### config.mk
export PLATFORM = sky130hd
export DESIGN_NAME = ctrl_i2c_slave
export DESIGN_NICKNAME = d
export VERILOG_FILES = /design/src/rtl/i2c_slave_pkg.sv /design/src/rtl/i2c_bus_ctrl.sv /design/src/rtl/i2c_reg_file.sv /design/src/rtl/ctrl_i2c_slave.sv
export SDC_FILE = /design/constraint.sdc
export NUM_CORES = 1
export LEC_CHECK = 0
export ABC_AREA = 1
export BUFFER_PORTS_ARGS = -buffer_cell sky130_fd_sc_hd__clkbuf_2
export CORE_ASPECT_RATIO = 1.1
export CORE_UTILIZATION = 60
export DETAILED_ROUTE_END_ITERATION = 6
export PLACE_DENSITY = 0.82
export SKIP_CTS_REPAIR_TIMING = 1
export SLEW_MARGIN = 15
export SYNTH_ARGS = -nofsm -noshare
export SYNTH_HDL_FRONTEND = slang
export SYNTH_SLANG_ARGS = --single-unit
### constraint.sdc
create_clock -name clk -period 2.9 [get_ports clk]
set_input_delay 0.435 -clock clk [delete_from_list [all_inputs] [get_ports clk]]
set_output_delay 0.435 -clock clk [all_outputs]
set_load 0.05 [all_outputs]
### src/rtl/i2c_slave_pkg.sv
`timescale 1ns/1ps
package i2c_slave_pkg;
  localparam int BYTE_W = 8;
  localparam int STAT_W = 5;
  typedef logic [BYTE_W-1:0] byte_t;

  // Strobes from the bus controller into the register datapath
  typedef struct packed {
    logic  wr;
    byte_t addr;
    byte_t data;
  } regCmd_t;

  typedef enum logic [2:0] {
    ST_IDLE, ST_DEV, ST_REG, ST_WDATA, ST_ACK, ST_RDATA, ST_MACK, ST_WAIT
  } busState_t;
endpackage

### src/rtl/i2c_bus_ctrl.sv
`timescale 1ns/1ps
module i2c_bus_ctrl import i2c_slave_pkg::*; #(
  parameter logic [6:0] DEV_ADDR    = 7'h4C,
  parameter int         FILT_LEN    = 3,
  parameter int         SYNC_STAGES = 2
) (
  input  logic    clk,
  input  logic    rstN,
  input  logic    sclIn,
  input  logic    sdaIn,
  input  byte_t   rdData,
  input  logic    addrHit,
  output logic    sdaOe,
  output regCmd_t cmd
);
  localparam int CNT_W = $clog2(FILT_LEN + 1);
  localparam int LINES = 2;

  logic [LINES-1:0] rawIn;
  logic [LINES-1:0] filt;
  logic [LINES-1:0] filtQ;
  assign rawIn = {sdaIn, sclIn};

  // Per-line synchroniser and glitch filter
  for (genvar g = 0; g < LINES; g++) begin : g_line
    logic [SYNC_STAGES-1:0] syncQ;
    logic [CNT_W-1:0]       cnt;
    logic                   lineQ;
    always_ff @(posedge clk or negedge rstN) begin
      if (!rstN) begin
        syncQ <= '1;
        cnt   <= '0;
        lineQ <= 1'b1;
      end else begin
        syncQ <= {syncQ[SYNC_STAGES-2:0], rawIn[g]};
        if (syncQ[SYNC_STAGES-1] != lineQ) begin
          if (cnt == CNT_W'(FILT_LEN - 1)) begin
            lineQ <= syncQ[SYNC_STAGES-1];
            cnt   <= '0;
          end else begin
            cnt <= cnt + 1'b1;
          end
        end else begin
          cnt <= '0;
        end
      end
    end
    assign filt[g] = lineQ;
  end

  always_ff @(posedge clk or negedge rstN) begin
    if (!rstN) filtQ <= '1;
    else       filtQ <= filt;
  end

  logic sclRise, sclFall, sdaRise, sdaFall, startDet, stopDet;
  assign sclRise  = filt[0] & ~filtQ[0];
  assign sclFall  = ~filt[0] & filtQ[0];
  assign sdaRise  = filt[1] & ~filtQ[1];
  assign sdaFall  = ~filt[1] & filtQ[1];
  assign startDet = filt[0] & filtQ[0] & sdaFall;
  assign stopDet  = filt[0] & filtQ[0] & sdaRise;

  busState_t state, nextSt;
  logic [3:0] bitCnt;
  byte_t      rxShift, txShift, ptr, wrByte;
  logic       sdaOeQ, wrPulse;

  always_ff @(posedge clk or negedge rstN) begin
    if (!rstN) begin
      state   <= ST_IDLE;
      nextSt  <= ST_IDLE;
      bitCnt  <= '0;
      rxShift <= '0;
      txShift <= '0;
      ptr     <= '0;
      wrByte  <= '0;
      sdaOeQ  <= 1'b0;
      wrPulse <= 1'b0;
    end else begin
      wrPulse <= 1'b0;
      if (startDet) begin
        state  <= ST_DEV;
        bitCnt <= '0;
        sdaOeQ <= 1'b0;
      end else if (stopDet) begin
        state  <= ST_IDLE;
        sdaOeQ <= 1'b0;
      end else begin
        case (state)
          ST_DEV, ST_REG, ST_WDATA: begin
            if (sclRise) begin
              rxShift <= {rxShift[BYTE_W-2:0], filt[1]};
              bitCnt  <= bitCnt + 1'b1;
            end else if (sclFall && bitCnt == 4'd8) begin
              bitCnt <= '0;
              if (state == ST_DEV) begin
                if (rxShift[7:1] == DEV_ADDR) begin
                  sdaOeQ <= 1'b1;
                  state  <= ST_ACK;
                  nextSt <= rxShift[0] ? ST_RDATA : ST_REG;
                end else begin
                  state <= ST_WAIT;
                end
              end else if (state == ST_REG) begin
                ptr    <= rxShift;
                sdaOeQ <= 1'b1;
                state  <= ST_ACK;
                nextSt <= ST_WDATA;
              end else begin
                if (addrHit) begin
                  wrPulse <= 1'b1;
                  wrByte  <= rxShift;
                  sdaOeQ  <= 1'b1;
                  state   <= ST_ACK;
                  nextSt  <= ST_WAIT;
                end else begin
                  state <= ST_WAIT;
                end
              end
            end
          end
          ST_ACK: begin
            if (sclFall) begin
              state <= nextSt;
              if (nextSt == ST_RDATA) begin
                txShift <= rdData;
                sdaOeQ  <= ~rdData[7];
              end else begin
                sdaOeQ <= 1'b0;
              end
            end
          end
          ST_RDATA: begin
            if (sclRise) begin
              bitCnt <= bitCnt + 1'b1;
            end else if (sclFall) begin
              if (bitCnt == 4'd8) begin
                sdaOeQ <= 1'b0;
                bitCnt <= '0;
                state  <= ST_MACK;
              end else begin
                sdaOeQ  <= ~txShift[6];
                txShift <= {txShift[BYTE_W-2:0], 1'b0};
              end
            end
          end
          ST_MACK: if (sclFall) state <= ST_WAIT;
          default: ;
        endcase
      end
    end
  end

  assign sdaOe    = sdaOeQ;
  assign cmd.wr   = wrPulse;
  assign cmd.addr = ptr;
  assign cmd.data = wrByte;
endmodule

### src/rtl/i2c_reg_file.sv
`timescale 1ns/1ps
module i2c_reg_file import i2c_slave_pkg::*; #(
  parameter int BANK_N = 5
) (
  input  logic                      clk,
  input  logic                      rstN,
  input  regCmd_t                   cmd,
  input  logic [STAT_W-1:0]         testStatus,
  output byte_t                     rdData,
  output logic                      addrHit,
  output logic [(BANK_N+1)*8-1:0]   bankRegs,
  output logic [3:0]                enables,
  output logic [3:0]                boostCode,
  output logic [3:0]                threshold,
  output logic                      testEn,
  output logic                      testStart
);
  localparam int    SLOT_N      = BANK_N + 1;
  localparam byte_t ADDR_ENABLE = 8'h0B;
  localparam byte_t ADDR_TEST   = 8'h0C;
  localparam byte_t ADDR_BOOST  = 8'h0D;
  localparam byte_t ADDR_AUDIO  = 8'h2A;
  localparam byte_t ADDR_THRESH = 8'h2B;
  localparam logic [3:0] ENABLE_RST = 4'b0100;
  localparam logic [3:0] BOOST_RST  = 4'b0111;
  localparam logic [3:0] THRESH_RST = 4'b0011;

  function automatic byte_t slotAddr(input int s);
    return (s < BANK_N) ? byte_t'(s) : ADDR_AUDIO;
  endfunction

  logic [SLOT_N-1:0][7:0] slotQ;

  for (genvar s = 0; s < SLOT_N; s++) begin : g_slot
    byte_t q;
    always_ff @(posedge clk or negedge rstN) begin
      if (!rstN)                                  q <= '0;
      else if (cmd.wr && cmd.addr == slotAddr(s)) q <= cmd.data;
    end
    assign slotQ[s] = q;
  end

  logic [3:0] enQ, boostQ, threshQ;
  logic       testEnQ, testStartQ;

  always_ff @(posedge clk or negedge rstN) begin
    if (!rstN) begin
      enQ        <= ENABLE_RST;
      boostQ     <= BOOST_RST;
      threshQ    <= THRESH_RST;
      testEnQ    <= 1'b0;
      testStartQ <= 1'b0;
    end else begin
      testStartQ <= cmd.wr && cmd.addr == ADDR_TEST && cmd.data[0];
      if (cmd.wr) begin
        case (cmd.addr)
          ADDR_ENABLE: enQ     <= cmd.data[3:0];
          ADDR_BOOST:  boostQ  <= cmd.data[3:0];
          ADDR_THRESH: threshQ <= cmd.data[3:0];
          ADDR_TEST:   testEnQ <= cmd.data[0];
          default: ;
        endcase
      end
    end
  end

  always_comb begin
    rdData  = '0;
    addrHit = 1'b0;
    for (int s = 0; s < SLOT_N; s++) begin
      if (cmd.addr == slotAddr(s)) begin
        rdData  = slotQ[s];
        addrHit = 1'b1;
      end
    end
    case (cmd.addr)
      ADDR_ENABLE: begin rdData = {4'b0, enQ};     addrHit = 1'b1; end
      ADDR_BOOST:  begin rdData = {4'b0, boostQ};  addrHit = 1'b1; end
      ADDR_THRESH: begin rdData = {4'b0, threshQ}; addrHit = 1'b1; end
      ADDR_TEST:   begin rdData = {2'b0, testStatus, testEnQ}; addrHit = 1'b1; end
      default: ;
    endcase
  end

  assign bankRegs  = slotQ;
  assign enables   = enQ;
  assign boostCode = boostQ;
  assign threshold = threshQ;
  assign testEn    = testEnQ;
  assign testStart = testStartQ;
endmodule

### src/rtl/ctrl_i2c_slave.sv
`timescale 1ns/1ps
module ctrl_i2c_slave import i2c_slave_pkg::*; #(
  parameter logic [6:0] DEV_ADDR    = 7'h4C,
  parameter int         FILT_LEN    = 3,
  parameter int         SYNC_STAGES = 2,
  parameter int         BANK_N      = 5
) (
  input  logic                    clk,
  input  logic                    rstN,
  input  logic                    sclIn,
  input  logic                    sdaIn,
  input  logic [STAT_W-1:0]       testStatus,
  output logic                    sdaOe,
  output logic [(BANK_N+1)*8-1:0] bankRegs,
  output logic [3:0]              enables,
  output logic [3:0]              boostCode,
  output logic [3:0]              threshold,
  output logic                    testEn,
  output logic                    testStart
);
  regCmd_t cmd;
  byte_t   rdData;
  logic    addrHit;

  i2c_bus_ctrl #(
    .DEV_ADDR(DEV_ADDR), .FILT_LEN(FILT_LEN), .SYNC_STAGES(SYNC_STAGES)
  ) u_ctrl (
    .clk(clk), .rstN(rstN), .sclIn(sclIn), .sdaIn(sdaIn),
    .rdData(rdData), .addrHit(addrHit), .sdaOe(sdaOe), .cmd(cmd)
  );

  i2c_reg_file #(.BANK_N(BANK_N)) u_regs (
    .clk(clk), .rstN(rstN), .cmd(cmd), .testStatus(testStatus),
    .rdData(rdData), .addrHit(addrHit), .bankRegs(bankRegs),
    .enables(enables), .boostCode(boostCode), .threshold(threshold),
    .testEn(testEn), .testStart(testStart)
  );
endmodule

After elaboration in Yosys (flattened, before gate mapping)
Cells that the tools add are included.
Word-level totals
  flip-flop bits (word level): 117
  output and inout bits: 63
  word-level logic and storage cells: 193
Cells by class
  $add $sub $neg: 3
  equality and inequality tests: 41
  mux-type cells: 73
  bitwise logic cells: 18
  reductions and logical operators: 31
Operator list (count)
  $mux 3: 16
  $mux 8: 6
  $mux 7: 5
  $ne 4x1->1 const B: 8
  $pmux 8 s4: 1
  $reduce_and 8->1: 4
  $mux 1: 28
  $mux 4: 7
  $eq 8x4->1 const B: 3
  $eq 8x2->1 const B: 2
  $eq 8x6->1 const B: 2
  $pmux 7 s2: 1
  $reduce_and 7->1: 2
  $eq 3x3->1 const B: 4
  $mux 2: 6
  $pmux 3 s4: 1
  $reduce_and 2->1: 6
  $not 1->1: 11
  $logic_and 1x1->1: 9
  $eq 8x1->1 const B: 1
  $eq 8x3->1 const B: 1
  $logic_not 8->1: 1
  $ne 2x1->1 const B: 4
  $ne 4x4->1 const B: 2
  22 further kinds: 35

Depth between registers and ports, before layout
  depth after elaboration: 16
  gate-level depth with buffers: 13

Cells and area by module
From an unflattened synthesis, not the netlist that was laid out.
Second synthesis, totals
  cell total of the unflattened synthesis: 700
  area total of the unflattened synthesis: 5968.2 um^2
By module, submodules not included
  i2c_reg_file: instances 1, cells an instance 371, area an instance 3164.3 um^2, seq. area each 1559.0 um^2
  i2c_bus_ctrl: instances 1, cells an instance 329, area an instance 2803.9 um^2, seq. area each 1386.3 um^2

Least setup slack after synthesis
OpenSTA, ideal clock, no wires.
  path type: register -> register
  from: register u_ctrl.filtQ[0]
  to: register u_ctrl.ptr[6]
  data arrival time: 1700 ps
  data required time: 2781 ps
  setup slack: 1081 ps
  stages on the path, launching flop included: 8
  path buffers: 2
  path through: dfstp_2 ha_1 nand4_2 or4_4 buf_6 buf_12 nand2_2 o21ai_2
Between the ends
  cells in the longest elaborated chain, start to end: 4
Ends and longest elaborated chain
  start: declaration: line i2c_bus_ctrl.sv:21  | logic [LINES-1:0] filtQ;
  start signal: assignment: line i2c_bus_ctrl.sv:53  | else filtQ <= filt;
  $and 1x1->1 or $not 1->1 (tied branches): line i2c_bus_ctrl.sv:61, i2c_bus_ctrl.sv:62, i2c_bus_ctrl.sv:57
  $and 1x1->1 (on tied branches): line i2c_bus_ctrl.sv:61, i2c_bus_ctrl.sv:57, i2c_bus_ctrl.sv:62
  $not 1->1 (no line)
  $reduce_and 7->1 (no line) *
  end signal: assignment: line i2c_bus_ctrl.sv:106  | ptr <= rxShift;
  end: declaration: line i2c_bus_ctrl.sv:66  | byte_t rxShift, txShift, ptr, wrByte;
Mark *: on every way between the ends. The rest lies on a longest branch, timed or not.
A chain may end at the register's enable or synchronous reset.

Worst setup path in the final report
  from: register u_ctrl.g_line[0].lineQ
  to: register u_ctrl.state[0]
Between the ends
  cells in the longest elaborated chain, start to end: 5
Ends and longest elaborated chain
  start: declaration: line i2c_bus_ctrl.sv:28  | logic lineQ;
  start signal: assignment: line i2c_bus_ctrl.sv:38  | lineQ <= syncQ[SYNC_STAGES-1];
  $not 1->1: line i2c_bus_ctrl.sv:58  | assign sclFall = ~filt[0] & filtQ[0];
  $and 1x1->1: line i2c_bus_ctrl.sv:58
  $logic_and 1x1->1: line i2c_bus_ctrl.sv:95  | end else if (sclFall && bitCnt == 4'd8) begin
  $ne 4x1->1 (no line)
  $reduce_and 8->1 (no line)
  end signal: assignment: line i2c_bus_ctrl.sv:125  | state <= nextSt;
  end: declaration: line i2c_bus_ctrl.sv:64  | busState_t state, nextSt;
Several ways; a longest one is shown, not always the timed one.

==> results.cfg <==
[cells_and_area]
fin_area_um2 = 6650
antenna_cells = 0
multiInputGateArea_um2 = 2270
final_cells = 884
drive_gt1_frac = 0.204
area_growth_syn_to_layout_pct = 19.4
final_util = 0.746
regArea_um2 = 2950
nFillCells = 655
nNetsFinal = 771

[global_routing]
grt_use_total = 0.318
antenna_found_initial = 0
gr-total-overflow = 0
grt_pass1_vias = 4776
grt_max_degree = 58
grt_pass1_wl_um = 23000

[timing]
rsz0062_at_grt = false
slew_headroom = 0.645
tightest_slew_ns = 0.531
fmaxAchievable_mhz = 462
finalSetupViolations = 0
finalCritPeriodShare = 0.747
setup_tns_ns = 0
period_minus_slack_ns = 2.17
report.final.slew_viol_count = 0
skew_ns = 0.00821
hold_slack_ns = 0.322
hold_viol = 0
setup_ws_ns = 0.734

[worst_hold_path]
hp-class = in2reg

[worst_setup_path]
critPathTopFamily = simple AND/OR/NAND/NOR gates
path_max_fanout = 17
worstSetupPathType = reg2reg
arrival_ns = 2.57
crit_chain = ha_1 -> nand3_1 -> nand2_4 -> inv_1 -> nand3_2 -> nand2_1 -> nor2_1 -> nand2_1 -> nor2_1 -> a21boi_2
crit_buf_inv = 1
critical_path.slowest_cell = dfstp_2
cp-end-kind = flop
crit_path_max_incr_delay_ns = 0.57
required_ns = 3.30
crit_path_start_kind = flop

[synth]
syn-num-nets = 690
ys_types = 35
ys_warn_count = 0
ys_seq_area_frac = 0.529
ys_ff_latch = 117
syn_inst = 676
mappedNetlistArea_um2 = 5570
syn_avg_cell_area_um2 = 8.24

[clock_network]
clk_path_buf_depth = 2
clk_pin_slew_ns = 0.06
cts_root_buf = clkbuf_8
cts.htree.levels = 4
clock_latency_ns = 0.52
cts_tree = yes
cts.sinks = 117
cts_buffers = 17

[run_status]
run_status = completed

[power_and_ir_drop]
power.total_mw = 5.42
power.density_nw_per_um2 = 815
power_frac_comb = 0.234
power_switching_mw = 1.78
swShare = 0.328
total_leakage_power_nw = 3.24
peakVddDrop_v = 0.000636
pwr-share-clk = 0.403
pwr-share-seq = 0.363
p_int_mw = 3.64

[place]
hpwl_um = 10100
placed_area_um2 = 5990
port_buffers = 71
gp_congestion = 0.893
placed_cells = 849
dp_slack_ns = 0.781

[route]
drt_wl_total_um = 14400
drc = 0
vias = 5049
routedWlPerCell_um = 16.3
via_per_inst = 5.71
firstDrtPassIters = 5
antenna_left = 0
drt_iter0_drc = 371

[floorplanning]
fp-row-count = 36
die-area_um2 = 9670
start_util = 0.624
die_w_um = 93.9
ios = 72
coreArea_um2 = 8920
die_h_um = 103

[run]
maxCapViolations = 0
==> cells by family after synthesis <==
group	count (synthesis)	synth area share
and+or+nand+nor	350	0.271
AOI/OAI and AO/OA	121	0.118
adders and majority gates	5	0.0112
buffers and inverters	79	0.0640
DFF	117	0.529
xor gates and xnor gates	4	0.00629
==> cell usage after synthesis, drive strengths merged <==
library cell,n,area share
a22oi,1,0.0013
a31oi,2,0.0022
buf,12,0.019
clkbuf,4,0.0027
nand3b,1,0.0013
nor2,54,0.039
xor2,2,0.0031
inv,63,0.042
a21oi,15,0.013
or2,1,0.0011
dfstp,14,0.066
o21a,3,0.0040
nand2,222,0.15
ha,5,0.011
or4,1,0.0020
o21ai,99,0.095
nor4,1,0.0022
dfrtp,103,0.46
nand4,13,0.017
a21boi,1,0.0020
nand3,45,0.044
nor3,12,0.011
xnor2,2,0.0031
==> placed cells by master (no fill, tap or decap), types with 2 or more instances in the layout <==
cell | synthesis | routed
clkbuf_2 | 0 | 70
nand2_1 | 215 | 215
inv_1 | 56 | 56
inv_2 | 7 | 7
clkbuf_16 | 0 | 16
a31oi_1 | 2 | 2
nand3_2 | 4 | 4
ha_1 | 5 | 5
buf_4 | 2 | 4
xnor2_1 | 2 | 2
o21ai_1 | 7 | 7
nor2_1 | 50 | 50
o21ai_0 | 83 | 83
bufinv_16 | 0 | 4
clkinv_4 | 0 | 6
xor2_1 | 2 | 2
nand3_1 | 41 | 41
nand4_2 | 2 | 2
clkbuf_8 | 0 | 2
clkinvlp_4 | 0 | 2
dfrtp_1 | 103 | 103
nand2_2 | 6 | 6
nor2_2 | 3 | 3
o21a_1 | 3 | 3
nand4_1 | 11 | 11
dfstp_2 | 14 | 14
a21oi_1 | 15 | 15
o21ai_2 | 9 | 9
nor3_1 | 12 | 12
dlygate4sd3_1 | 0 | 3
==> worst register-to-register path, stage by stage, from the launching register on <==
cell and delay, ns:
dfstp_2 0.57, ha_1 0.21, nand3_1 0.18, nand2_4 0.14
inv_1 0.09, nand3_2 0.24, nand2_1 0.08, nor2_1 0.16
nand2_1 0.15, nor2_1 0.15, a21boi_2 0.07
==> power by group through the flow <==
stage | Clock (mW) | Sequential (mW) | Combinational [mW]
floorplan | 0 | 1.98 | 0.913
global placement | 0 | 1.98 | 1.20
detailed placement | 0 | 1.99 | 1.24
CTS | 2.19 | 1.97 | 1.26
global route | 2.27 | 1.99 | 1.43
finish | 2.18 | 1.97 | 1.27
==> routing by layer <==
metal / vias up / routed length [um] / track usage
met2: 237 / 7050 / 0.525
met5: - / 0 / 0
met1: 2383 / 5790 / 0.393
li1: 2371 / - / -
met4: 0 / 612 / 0.183
met3: 58 / 939 / 0.0649
==> worst paths after layout <==
check	startpoint	to	slack, ns	depth (start not counted)
setup / recovery	u_ctrl.g_line[0].lineQ	u_ctrl.state[0]	0.73	10
hold / removal	testStatus[0]	u_ctrl.txShift[1]	0.32	7
setup reg to reg	u_ctrl.g_line[0].lineQ	u_ctrl.state[0]	0.73	10
hold reg to reg	u_ctrl.g_line[0].syncQ[0]	u_ctrl.g_line[0].syncQ[1]	0.36	0
max in group asynchronous	rstN	u_regs.boostCode[0]	1.69	3
min in group asynchronous	rstN	u_regs.g_slot[1].q[3]	0.43	2
==> sequential cells by signal, indices dropped and copies added (netlist names), 7 cells and up <==
signal,flops
u_ctrl.wrByte,8
u_regs.g_slot.q,48
u_ctrl.ptr,8
u_ctrl.rxShift,8
u_ctrl.txShift,7
==> area by class of cell <==
type,instances,area share
Timing Repair Buffer,78,0.0647
Clock buffer,18,0.0643
Tap cell,114,0.0214
Inverter,63,0.0356
Multi-Input combinational cell,480,0.341
Sequential cell,117,0.443
Clock inverter,14,0.0303
Power figures use the tool's default switching activity.
